<file path="src/rtl/vslv_pkg.sv">
package vslv_pkg;
  localparam logic [5:0]  CFG_AM   = 6'h2F;
  localparam logic [18:0] OFF_BASE = 19'h7FFFF;
  localparam logic [18:0] OFF_SET  = 19'h7FFFB;
  localparam logic [18:0] OFF_CLR  = 19'h7FFF7;
  localparam logic [18:0] OFF_WCMP = 19'h7FF63;
  localparam logic [18:0] OFF_WAM  = 19'h7FF6F;
  localparam int          EN_BIT   = 4;
  localparam logic [7:0]  PAT_KEY  = 8'h3C;

  typedef enum logic [1:0] {ST_IDLE, ST_ACK, ST_MISS} busState_t;

  typedef struct packed {
    logic       capture;
    logic       doWrite;
    logic       rd;
    logic [1:0] ds;
  } busStrobe_t;

  function automatic logic [7:0] patByte(input logic [7:0] idx);
    return idx ^ PAT_KEY;
  endfunction
endpackage

</file>
<file path="src/rtl/vslv_datapath.sv">
module vslv_datapath
  import vslv_pkg::*;
#(
  parameter int GEO_W    = 5,
  parameter int ARRAY_AW = 8
) (
  input  logic             clk,
  input  logic             rstN,
  input  busStrobe_t       st,
  input  logic [GEO_W-1:0] geoAddr,
  input  logic [31:1]      addrIn,
  input  logic [5:0]       amIn,
  input  logic             lwordN,
  input  logic             iackN,
  input  logic [7:0]       dataIn,
  output logic             hit,
  output logic [15:0]      dataOut
);
  localparam int GEO_LO = 19;
  localparam int GEO_HI = GEO_LO + GEO_W - 1;

  logic       enable;
  logic [7:0] winCmp;
  logic [7:0] winAm;
  logic       single, anyDs, a0;
  logic       cfgHit, dataHit;
  logic [18:0] cfgOff;
  logic [ARRAY_AW-1:0] evenIdx, byteIdx;
  logic [7:0] cfgVal;
  logic [15:0] rdWord;

  always_comb begin
    single  = (st.ds == 2'b01) || (st.ds == 2'b10);
    anyDs   = (st.ds != 2'b11);
    a0      = (st.ds == 2'b10);
    cfgOff  = {addrIn[18:1], a0};
    evenIdx = {addrIn[ARRAY_AW-1:1], 1'b0};
    byteIdx = {addrIn[ARRAY_AW-1:1], a0};
    cfgHit  = (amIn == CFG_AM) && (addrIn[GEO_HI:GEO_LO] == geoAddr)
              && single && lwordN && iackN;
    dataHit = enable && (addrIn[31:24] == winCmp) && ({amIn, 2'b00} == winAm)
              && st.rd && anyDs && lwordN && iackN;
    hit     = cfgHit || dataHit;
  end

  always_comb begin
    unique case (cfgOff)
      OFF_BASE:          cfgVal = {geoAddr, 3'b000};
      OFF_SET, OFF_CLR:  cfgVal = 8'(enable) << EN_BIT;
      OFF_WCMP:          cfgVal = winCmp;
      OFF_WAM:           cfgVal = winAm;
      default:           cfgVal = 8'h00;
    endcase
  end

  always_comb begin
    if (cfgHit)
      rdWord = {8'h00, cfgVal};
    else if (st.ds == 2'b00)
      rdWord = {patByte(8'(evenIdx)), patByte(8'(evenIdx | 1))};
    else
      rdWord = {8'h00, patByte(8'(byteIdx))};
  end

  always_ff @(posedge clk) begin
    if (!rstN) begin
      enable  <= 1'b0;
      winCmp  <= '0;
      winAm   <= '0;
      dataOut <= '0;
    end else begin
      if (st.capture) dataOut <= rdWord;
      if (st.doWrite && cfgHit) begin
        unique case (cfgOff)
          OFF_SET:  if (dataIn[EN_BIT]) enable <= 1'b1;
          OFF_CLR:  if (dataIn[EN_BIT]) enable <= 1'b0;
          OFF_WCMP: winCmp <= dataIn;
          OFF_WAM:  winAm  <= dataIn;
          default:  ;
        endcase
      end
    end
  end

  AST_ENABLE_SET: assert property (@(posedge clk) disable iff (!rstN)
    (st.doWrite && cfgHit && cfgOff == OFF_SET && dataIn[EN_BIT]) |=> enable);
  AST_WIN_STABLE: assert property (@(posedge clk) disable iff (!rstN)
    !st.doWrite |=> ($stable(winCmp) && $stable(winAm)));
endmodule

</file>
<file path="src/rtl/vslv_ctrl.sv">
module vslv_ctrl
  import vslv_pkg::*;
(
  input  logic       clk,
  input  logic       rstN,
  input  logic       asN,
  input  logic [1:0] dsN,
  input  logic       writeN,
  input  logic       hit,
  output busStrobe_t st,
  output logic       dtackN,
  output logic       dtackOe,
  output logic       dataDir,
  output logic       dataOeN
);
  logic [1:0] asSh, wrSh;
  logic [1:0] dsMeta, dsS;
  logic       asS, wrS, strobe, released, isRd;
  busState_t  state;

  always_ff @(posedge clk) begin
    if (!rstN) begin
      asSh   <= 2'b11;
      wrSh   <= 2'b11;
      dsMeta <= 2'b11;
      dsS    <= 2'b11;
    end else begin
      asSh   <= {asSh[0], asN};
      wrSh   <= {wrSh[0], writeN};
      dsMeta <= dsN;
      dsS    <= dsMeta;
    end
  end

  always_comb begin
    asS        = asSh[1];
    wrS        = wrSh[1];
    strobe     = !asS && (dsS != 2'b11);
    released   = asS && (dsS == 2'b11);
    st.ds      = dsS;
    st.rd      = wrS;
    st.capture = (state == ST_IDLE) && strobe && hit;
    st.doWrite = st.capture && !wrS;
  end

  always_ff @(posedge clk) begin
    if (!rstN) begin
      state <= ST_IDLE;
      isRd  <= 1'b0;
    end else begin
      unique case (state)
        ST_IDLE: if (strobe) begin
          state <= hit ? ST_ACK : ST_MISS;
          isRd  <= wrS;
        end
        ST_ACK, ST_MISS: if (released) state <= ST_IDLE;
        default: state <= ST_IDLE;
      endcase
    end
  end

  assign dtackOe = (state == ST_ACK);
  assign dtackN  = !(state == ST_ACK);
  assign dataDir = (state == ST_ACK) && isRd;
  assign dataOeN = !((state == ST_ACK) && isRd);

  AST_HOLD_UNTIL_RELEASE: assert property (@(posedge clk) disable iff (!rstN)
    (dtackOe && !released) |=> dtackOe);
  AST_DROP_ON_RELEASE: assert property (@(posedge clk) disable iff (!rstN)
    $fell(dtackOe) |-> $past(released));
  AST_ACK_AFTER_STROBE: assert property (@(posedge clk) disable iff (!rstN)
    $rose(dtackOe) |-> $past(strobe));
endmodule

</file>
<file path="src/rtl/vme_slave_front.sv">
module vme_slave_front
  import vslv_pkg::*;
#(
  parameter int GEO_W    = 5,
  parameter int ARRAY_AW = 8
) (
  input  logic             clk,
  input  logic             rstN,
  input  logic [GEO_W-1:0] geoAddr,
  input  logic [31:1]      addrIn,
  input  logic [5:0]       amIn,
  input  logic             asN,
  input  logic [1:0]       dsN,
  input  logic             writeN,
  input  logic             lwordN,
  input  logic             iackN,
  input  logic [7:0]       dataIn,
  output logic [15:0]      dataOut,
  output logic             dtackN,
  output logic             dtackOe,
  output logic             dataDir,
  output logic             dataOeN
);
  busStrobe_t st;
  logic       hit;

  vslv_ctrl u_ctrl (
    .clk(clk), .rstN(rstN), .asN(asN), .dsN(dsN), .writeN(writeN), .hit(hit),
    .st(st), .dtackN(dtackN), .dtackOe(dtackOe), .dataDir(dataDir), .dataOeN(dataOeN)
  );

  vslv_datapath #(.GEO_W(GEO_W), .ARRAY_AW(ARRAY_AW)) u_datapath (
    .clk(clk), .rstN(rstN), .st(st), .geoAddr(geoAddr), .addrIn(addrIn), .amIn(amIn),
    .lwordN(lwordN), .iackN(iackN), .dataIn(dataIn), .hit(hit), .dataOut(dataOut)
  );
endmodule

</file>
<file path="config.mk">
export PLATFORM = sky130hd
export DESIGN_NAME = vme_slave_front
export DESIGN_NICKNAME = d
export VERILOG_FILES = /design/src/rtl/vslv_pkg.sv /design/src/rtl/vslv_datapath.sv /design/src/rtl/vslv_ctrl.sv /design/src/rtl/vme_slave_front.sv
export SDC_FILE = /design/constraint.sdc
export NUM_CORES = 1
export LEC_CHECK = 0
export BUFFER_PORTS_ARGS = -buffer_cell sky130_fd_sc_hd__buf_2
export CORE_MARGIN = 5
export CORE_UTILIZATION = 25
export CTS_CLUSTER_SIZE = 40
export DETAILED_ROUTE_END_ITERATION = 7
export GPL_ROUTABILITY_DRIVEN = 0
export PLACE_DENSITY = 0.48
export SYNTH_ARGS = -nofsm -noshare
export SYNTH_HDL_FRONTEND = slang
export SYNTH_SLANG_ARGS = --single-unit
</file>
<file path="constraint.sdc">
create_clock -name clk -period 2.9 [get_ports clk]
set_input_delay 0.29 -clock clk [delete_from_list [all_inputs] [get_ports clk]]
set_output_delay 0.29 -clock clk [all_outputs]
set_load 0.02 [all_outputs]
</file>
; ---- Word-level counts from Yosys, hierarchy flattened
; Cells that the tools add are included.
[classes]
eq_ne = 19
muxes = 10
n_bitwise = 1
reduce_logical = 33
[op_table]
columns = cell, count
row1 = "19-bit == test, second input constant", 5
row2 = 16-bit two-way mux, 2
row3 = 8-bit case mux with 4 select lines, 1
row4 = 1-bit logical AND, 17
row5 = 8-bit == test, 2
row6 = 2-bit AND reduction, 4
row7 = "2-bit == test, second input constant", 3
row8 = "6-bit == test, second input constant", 1
row9 = 2-bit two-way mux, 3
row10 = "2-bit inequality test, second input constant", 3
row11 = 5-bit == test, 1
row12 = "2-bit by 1-bit == test with 1-bit output, second input constant", 2
row13 = 1-bit logical NOT, 4
row14 = 2-bit logical NOT, 2
row15 = "2-bit by 1-bit inequality test with 1-bit output, second input constant", 2
row16 = 4-bit inverter, 1
row17 = 2-bit case mux with 2 select lines, 1
row18 = 4-bit AND reduction, 1
row19 = 2-bit OR reduction, 2
row20 = 1-bit logical OR, 2
row21 = 1-bit two-way mux, 2
row22 = 1-bit case mux with 2 select lines, 1
row23 = 2-bit nonzero test, 1
[totals]
reg_bits = 44
in_bits = 58
elab_cells = 73

; ---- Logic depth before layout (Yosys ltp)
[logic_depth]
depth_word = 12
depth_mapped = 10
ltp_nobuf = 8

; ---- Hierarchy
; From an unflattened synthesis, not the netlist that was laid out.
[hier_totals]
cells_unflattened = 253
area_unflattened_um2 = 2278.4
[by_module_without_submodules]
columns = module, n_inst, cells_each, area_each_um2
row1 = vslv_datapath, 1, 207, 1849.3
row2 = vslv_ctrl, 1, 46, 429.2

; ---- Worst setup path after synthesis
; Ideal clock, no wire load.
[synth_path]
path_kind = reg-to-reg
startpoint = register u_ctrl.dsS[0]
endpoint = register u_datapath.winCmp[6]
arrival_time_ns = 1.861
required_time_ns = 2.777
slack_ns = 0.917
path_stages_with_launch = 10
n_path_buf = 1
synth_period_minus_slack_ns = 1.983
cell_sequence = dfxtp_1 -> inv_1 -> ha_1 -> nand4_1 -> or3_4 -> nor4_4 -> nand4b_2 -> buf_2 -> nand3_1 -> o21ai_0
[synth_between]
elab_chain_cells = 10
elab_cells_between_ends = 18
classes_between = eq/ne (4) / reduce/logical (14)
[synth_rtl]
columns = item, line
row1 = "start, declared", vslv_ctrl.sv:17  ; logic [1:0] dsMeta, dsS;
row2 = "start signal, assigned", vslv_ctrl.sv:31  ; dsS <= dsMeta;
row3 = 2-bit by 1-bit == test with 1-bit output or 2-bit == test (tied branches), "vslv_datapath.sv:33, vslv_datapath.sv:35"
row4 = 1-bit logical OR, vslv_datapath.sv:33  ; single = (st.ds == 2'b01) || (st.ds == 2'b10);
row5 = 1-bit logical AND (3 in a row), vslv_datapath.sv:40  ; && single && lwordN && iackN;
row6 = 1-bit logical OR, vslv_datapath.sv:43  ; hit = cfgHit || dataHit;
row7 = 1-bit logical AND, vslv_ctrl.sv:42  ; st.capture = (state == ST_IDLE) && strobe && hit;
row8 = 1-bit logical AND, vslv_ctrl.sv:43  ; st.doWrite = st.capture && !wrS;
row9 = 1-bit logical AND, vslv_datapath.sv:73  ; if (st.doWrite && cfgHit) begin
row10 = 2-bit AND reduction (no line) (*), --
row11 = "end signal, assigned", vslv_datapath.sv:77  ; OFF_WCMP: winCmp <= dataIn;
row12 = "end, declared", vslv_datapath.sv:23  ; logic [7:0] winCmp;
; Every way passes the cells marked *; elsewhere a longest branch is shown, timed or not.
; A chain may end at the register's enable or synchronous reset.

; ---- Worst setup path after layout
[layout_path]
startpoint = register u_ctrl.dsS[0]
endpoint = register u_datapath.winAm[6]
[layout_between]
elab_chain_cells = 10
elab_cells_between_ends = 18
classes_between = eq/ne (4) / reduce/logical (14)
[layout_rtl]
columns = item, line
row1 = 2-bit by 1-bit == test with 1-bit output or 2-bit == test (tied branches), "vslv_datapath.sv:33, vslv_datapath.sv:35"
row2 = 1-bit logical OR, vslv_datapath.sv:33
row3 = 1-bit logical AND (3 in a row), vslv_datapath.sv:40
row4 = 1-bit logical OR, vslv_datapath.sv:43
row5 = 1-bit logical AND, vslv_ctrl.sv:42
row6 = 1-bit logical AND, vslv_ctrl.sv:43
row7 = 1-bit logical AND, vslv_datapath.sv:73
row8 = 2-bit AND reduction (no line) (*), --
row9 = "end signal, assigned", vslv_datapath.sv:78  ; OFF_WAM: winAm <= dataIn;
row10 = "end, declared", vslv_datapath.sv:24  ; logic [7:0] winAm;
; Marks and branches as above.

==> summary.md <==
| Metric | Value |
|---|---|
| CTS tree | built |
| CTS Hold Buffers Added | 0 |
| Core outline area | approximately 9100 µm² |
| Max Cap Viol | 0 |
| Layout fillers | 984 |
| Setup violators final | 0 |
| Initial core utilization | between 20% and 30% |
| Placed cell count | between 400 and 500 |
| Share of layout cells above drive strength 1 | a little over a quarter |
| Initial antenna violation count | 0 |
| RSZ-0062 raised after global routing | no |
| Root Buffer | clkbuf_8 |
| Crit path arrival time | about 2700 ps |
| Synth cell types | 47 |
| Largest net degree at the start of global routing | a little over 50 |
| # H-tree levels | 2 |
| Dominant synthesized flop cell | dfxtp_1 |
| Routed len/inst | approximately 15 µm |
| Routed Antenna Nets | 0 |
| Peak Freq | just under 400 MHz |
| Final period util | between 80 and 90% |
| TritonCTS Sinks | 43 |
| Worst path required time | between 3000 and 4000 ps |
| Critical path peak fanout | 16 |
| I/O pins | 78 |
| Status | completed |
| Port bufs | 76 |
| # diodes | 0 |
| Commonest non-fill, non-tap cells in the layout | buf_2, dfxtp_1, nand2_1 |
| Die X | between 100 and 150 µm |
| Number of synthesized register bits | 43 |
| Syn nets | 335 |
| Drt drc | 0 |
| First-pass iteration count of the detailed router | 4 |
| Commonest non-fill, non-tap cell in the layout | buf_2 |
| Syn-to-layout area delta | 23.4% |
| Tmin final | approximately 2600 ps |
| Async set-or-reset flop fraction in the synthesized netlist | 0% |
| Ys Warns | 0 |
| Vert. Die Dim | roughly 110 µm |
| First-pass GRT wire length | between 10000 and 15000 µm |
| WL final | between 6000 and 7000 µm |
| Crit path launch type | flip-flop |
| Die ar. | 11200 µm² |
| Crit. End Element | flip-flop |
| Final hold vios | 0 |
| Cell area power density | 383 nW/µm² |
| Setup_tns | 0 ps |
| Post-cts sizing count | 0 |
| Relative slew margins | about 62% |
| Final Non-Filler Cells | 454 |
| Number of global-route vias before repair | around 2200 |
| Instance count of the mapped netlist | between 200 and 300 |
| Sequential cell area fraction in the yosys report | a little under two fifths |
| Vias per cell | ~4.7 |
| Crit path kind | flip-flop to flip-flop |
| Synthesized area | about 2300 µm² |
| Via count | 2146 |
| Number of DRC markers in iteration 0 | around 130 |
| Number of nets in the layout | 405 |
| Fin. max-slew vios | 0 |
| Grt total ovfl | 0 |
| Overall Global Routing Usage | 12.4% |
| Least-Margin Pin Slew | ~570 ps |
| Clk pin slew, worst setup/hold paths | roughly 80 ps |
| Mapped Avg Cell Area | roughly 8.5 µm² |
| Hold WC Path Type | input port to flip-flop |
| Post-DP HPWL | 5450 µm |
| CTS max path bufs | 2 |
| Clock skew | around 4.4 ps |
| Leakage | 1.24 nW |
| FP Rows | 35 |
| EDFF count, synth | 0 |
| Clk_lat worst skew | 290 ps |
| VDD IR-drop max | about 0.16 mV |
| Setup bufs post-CTS | 0 |
| Cts bufs inserted | 5 |
cells in the mapped netlist, types with 2 or more instances:
cell        n  area, µm²
dfxtp_1    43        861
nand2_1    32        120
nand3_1    29        145
o21ai_0    27        135
xor2_1     20        175
nand2b_1   12       75.1
clkbuf_1    9       33.8
inv_1       9       33.8
a22oi_1     7       52.6
a21boi_0    6       45.0
a22o_1      5       43.8
ha_1        5       62.6
nand4_1     5       31.3
nor2_1      5       18.8
nor4_1      4       25.0
o211a_1     4       40.0
o211ai_1    4       30.0
o21ai_1     4       20.0
and2_1      3       18.8
nor3_1      3       15.0
a21oi_1     2       10.0
a2bb2oi_1   2       17.5
and3_1      2       12.5
and4_1      2       17.5
buf_2       2       10.0
buf_4       2       15.0
buf_6       2       22.5
o221ai_1    2       17.5
o22ai_1     2       12.5
kinds of logic (layout without fill, tap and decap cells):
group	after synthesis	count (layout)	synth area share, %
AOI/OAI and AO/OA	69	69	20.2
xor gates and xnor gates	20	20	7.62
adders and majority gates	5	5	2.72
buffers and inverters	24	95	5.01
DFF	43	43	37.5
muxes	1	1	0.436
other	1	1	0.163
and+or+nand+nor	109	109	26.4
cell type report:
| class | count | area, µm² | share of cell area (%) |
|---|---|---|---|
| Clock inverter | 2 | 12.5 | 0.441 |
| Inverter | 9 | 33.8 | 1.19 |
| Multi-Input combinational cell | 205 | 1320 | 46.6 |
| Clock buffer | 6 | 72.6 | 2.56 |
| Tap cell | 111 | 139 | 4.90 |
| Sequential cell | 43 | 861 | 30.3 |
| Timing Repair Buffer | 78 | 395 | 13.9 |
final timing paths:
kind / startpoint / end / slack, ps / depth (start not counted)
max: u_ctrl.dsS[0] / u_datapath.winAm[6] / 340 / 7
min: asN / u_ctrl.asSh[0] / 170 / 2
max reg2reg: u_ctrl.dsS[0] / u_datapath.winAm[6] / 340 / 7
min reg2reg: u_ctrl.dsMeta[0] / u_ctrl.dsS[0] / 410 / 1
metal layers:
metal / global-route usage (%) / up-vias / part of all wire (%) / wire length (µm)
li1: - / 1110 / - / -
met1: 17.1 / 962 / 48 / 3250
met2: 19.4 / 66 / 44 / 2990
met3: 2.94 / 8 / 6.5 / 442
met4: 3.61 / 0 / 1.5 / 100
met5: 0 / - / 0 / 0
registers in the layout (all words and copies together), names as in the netlist:
register,cells
u_datapath.winAm,8
u_ctrl.dsMeta,2
u_ctrl.wrSh,2
u_ctrl.asSh,2
u_ctrl.isRd,1
u_datapath.dataOut,15
u_ctrl.state,2
u_ctrl.dsS,2
u_datapath.enable,1
u_datapath.winCmp,8
worst max-delay path, stage by stage, from the launching register on:
cell	delay, ps
dfxtp_1	320
inv_1	80
ha_1	220
nand4_1	140
or3_4	420
nor4_4	400
and4b_1	650
o21ai_0	180
where the power goes:
part | leakage (nW) | switching [W] | internal [W]
clock network | 0.0412 | 0.000204 | 0.000168
logic | 0.852 | 0.0000664 | 0.0000506
registers | 0.348 | 0.00000281 | 0.000595
stage by stage:
stage	util, %	cell area (µm²)	setup slack (ps)	total power, W	hold slack (ps)
2_1_floorplan	-	2300	917	0.000663	386
3_3_place_gp	30.2	2750	333	0.000729	391
3_5_place_dp	30.2	2750	328	0.000731	394
4_1_cts	31.1	2840	305	0.00111	161
5_1_grt	31.1	2840	63.2	0.00114	164
6_report	31.1	2840	338	0.00109	168
Power figures use the tool's default switching activity.
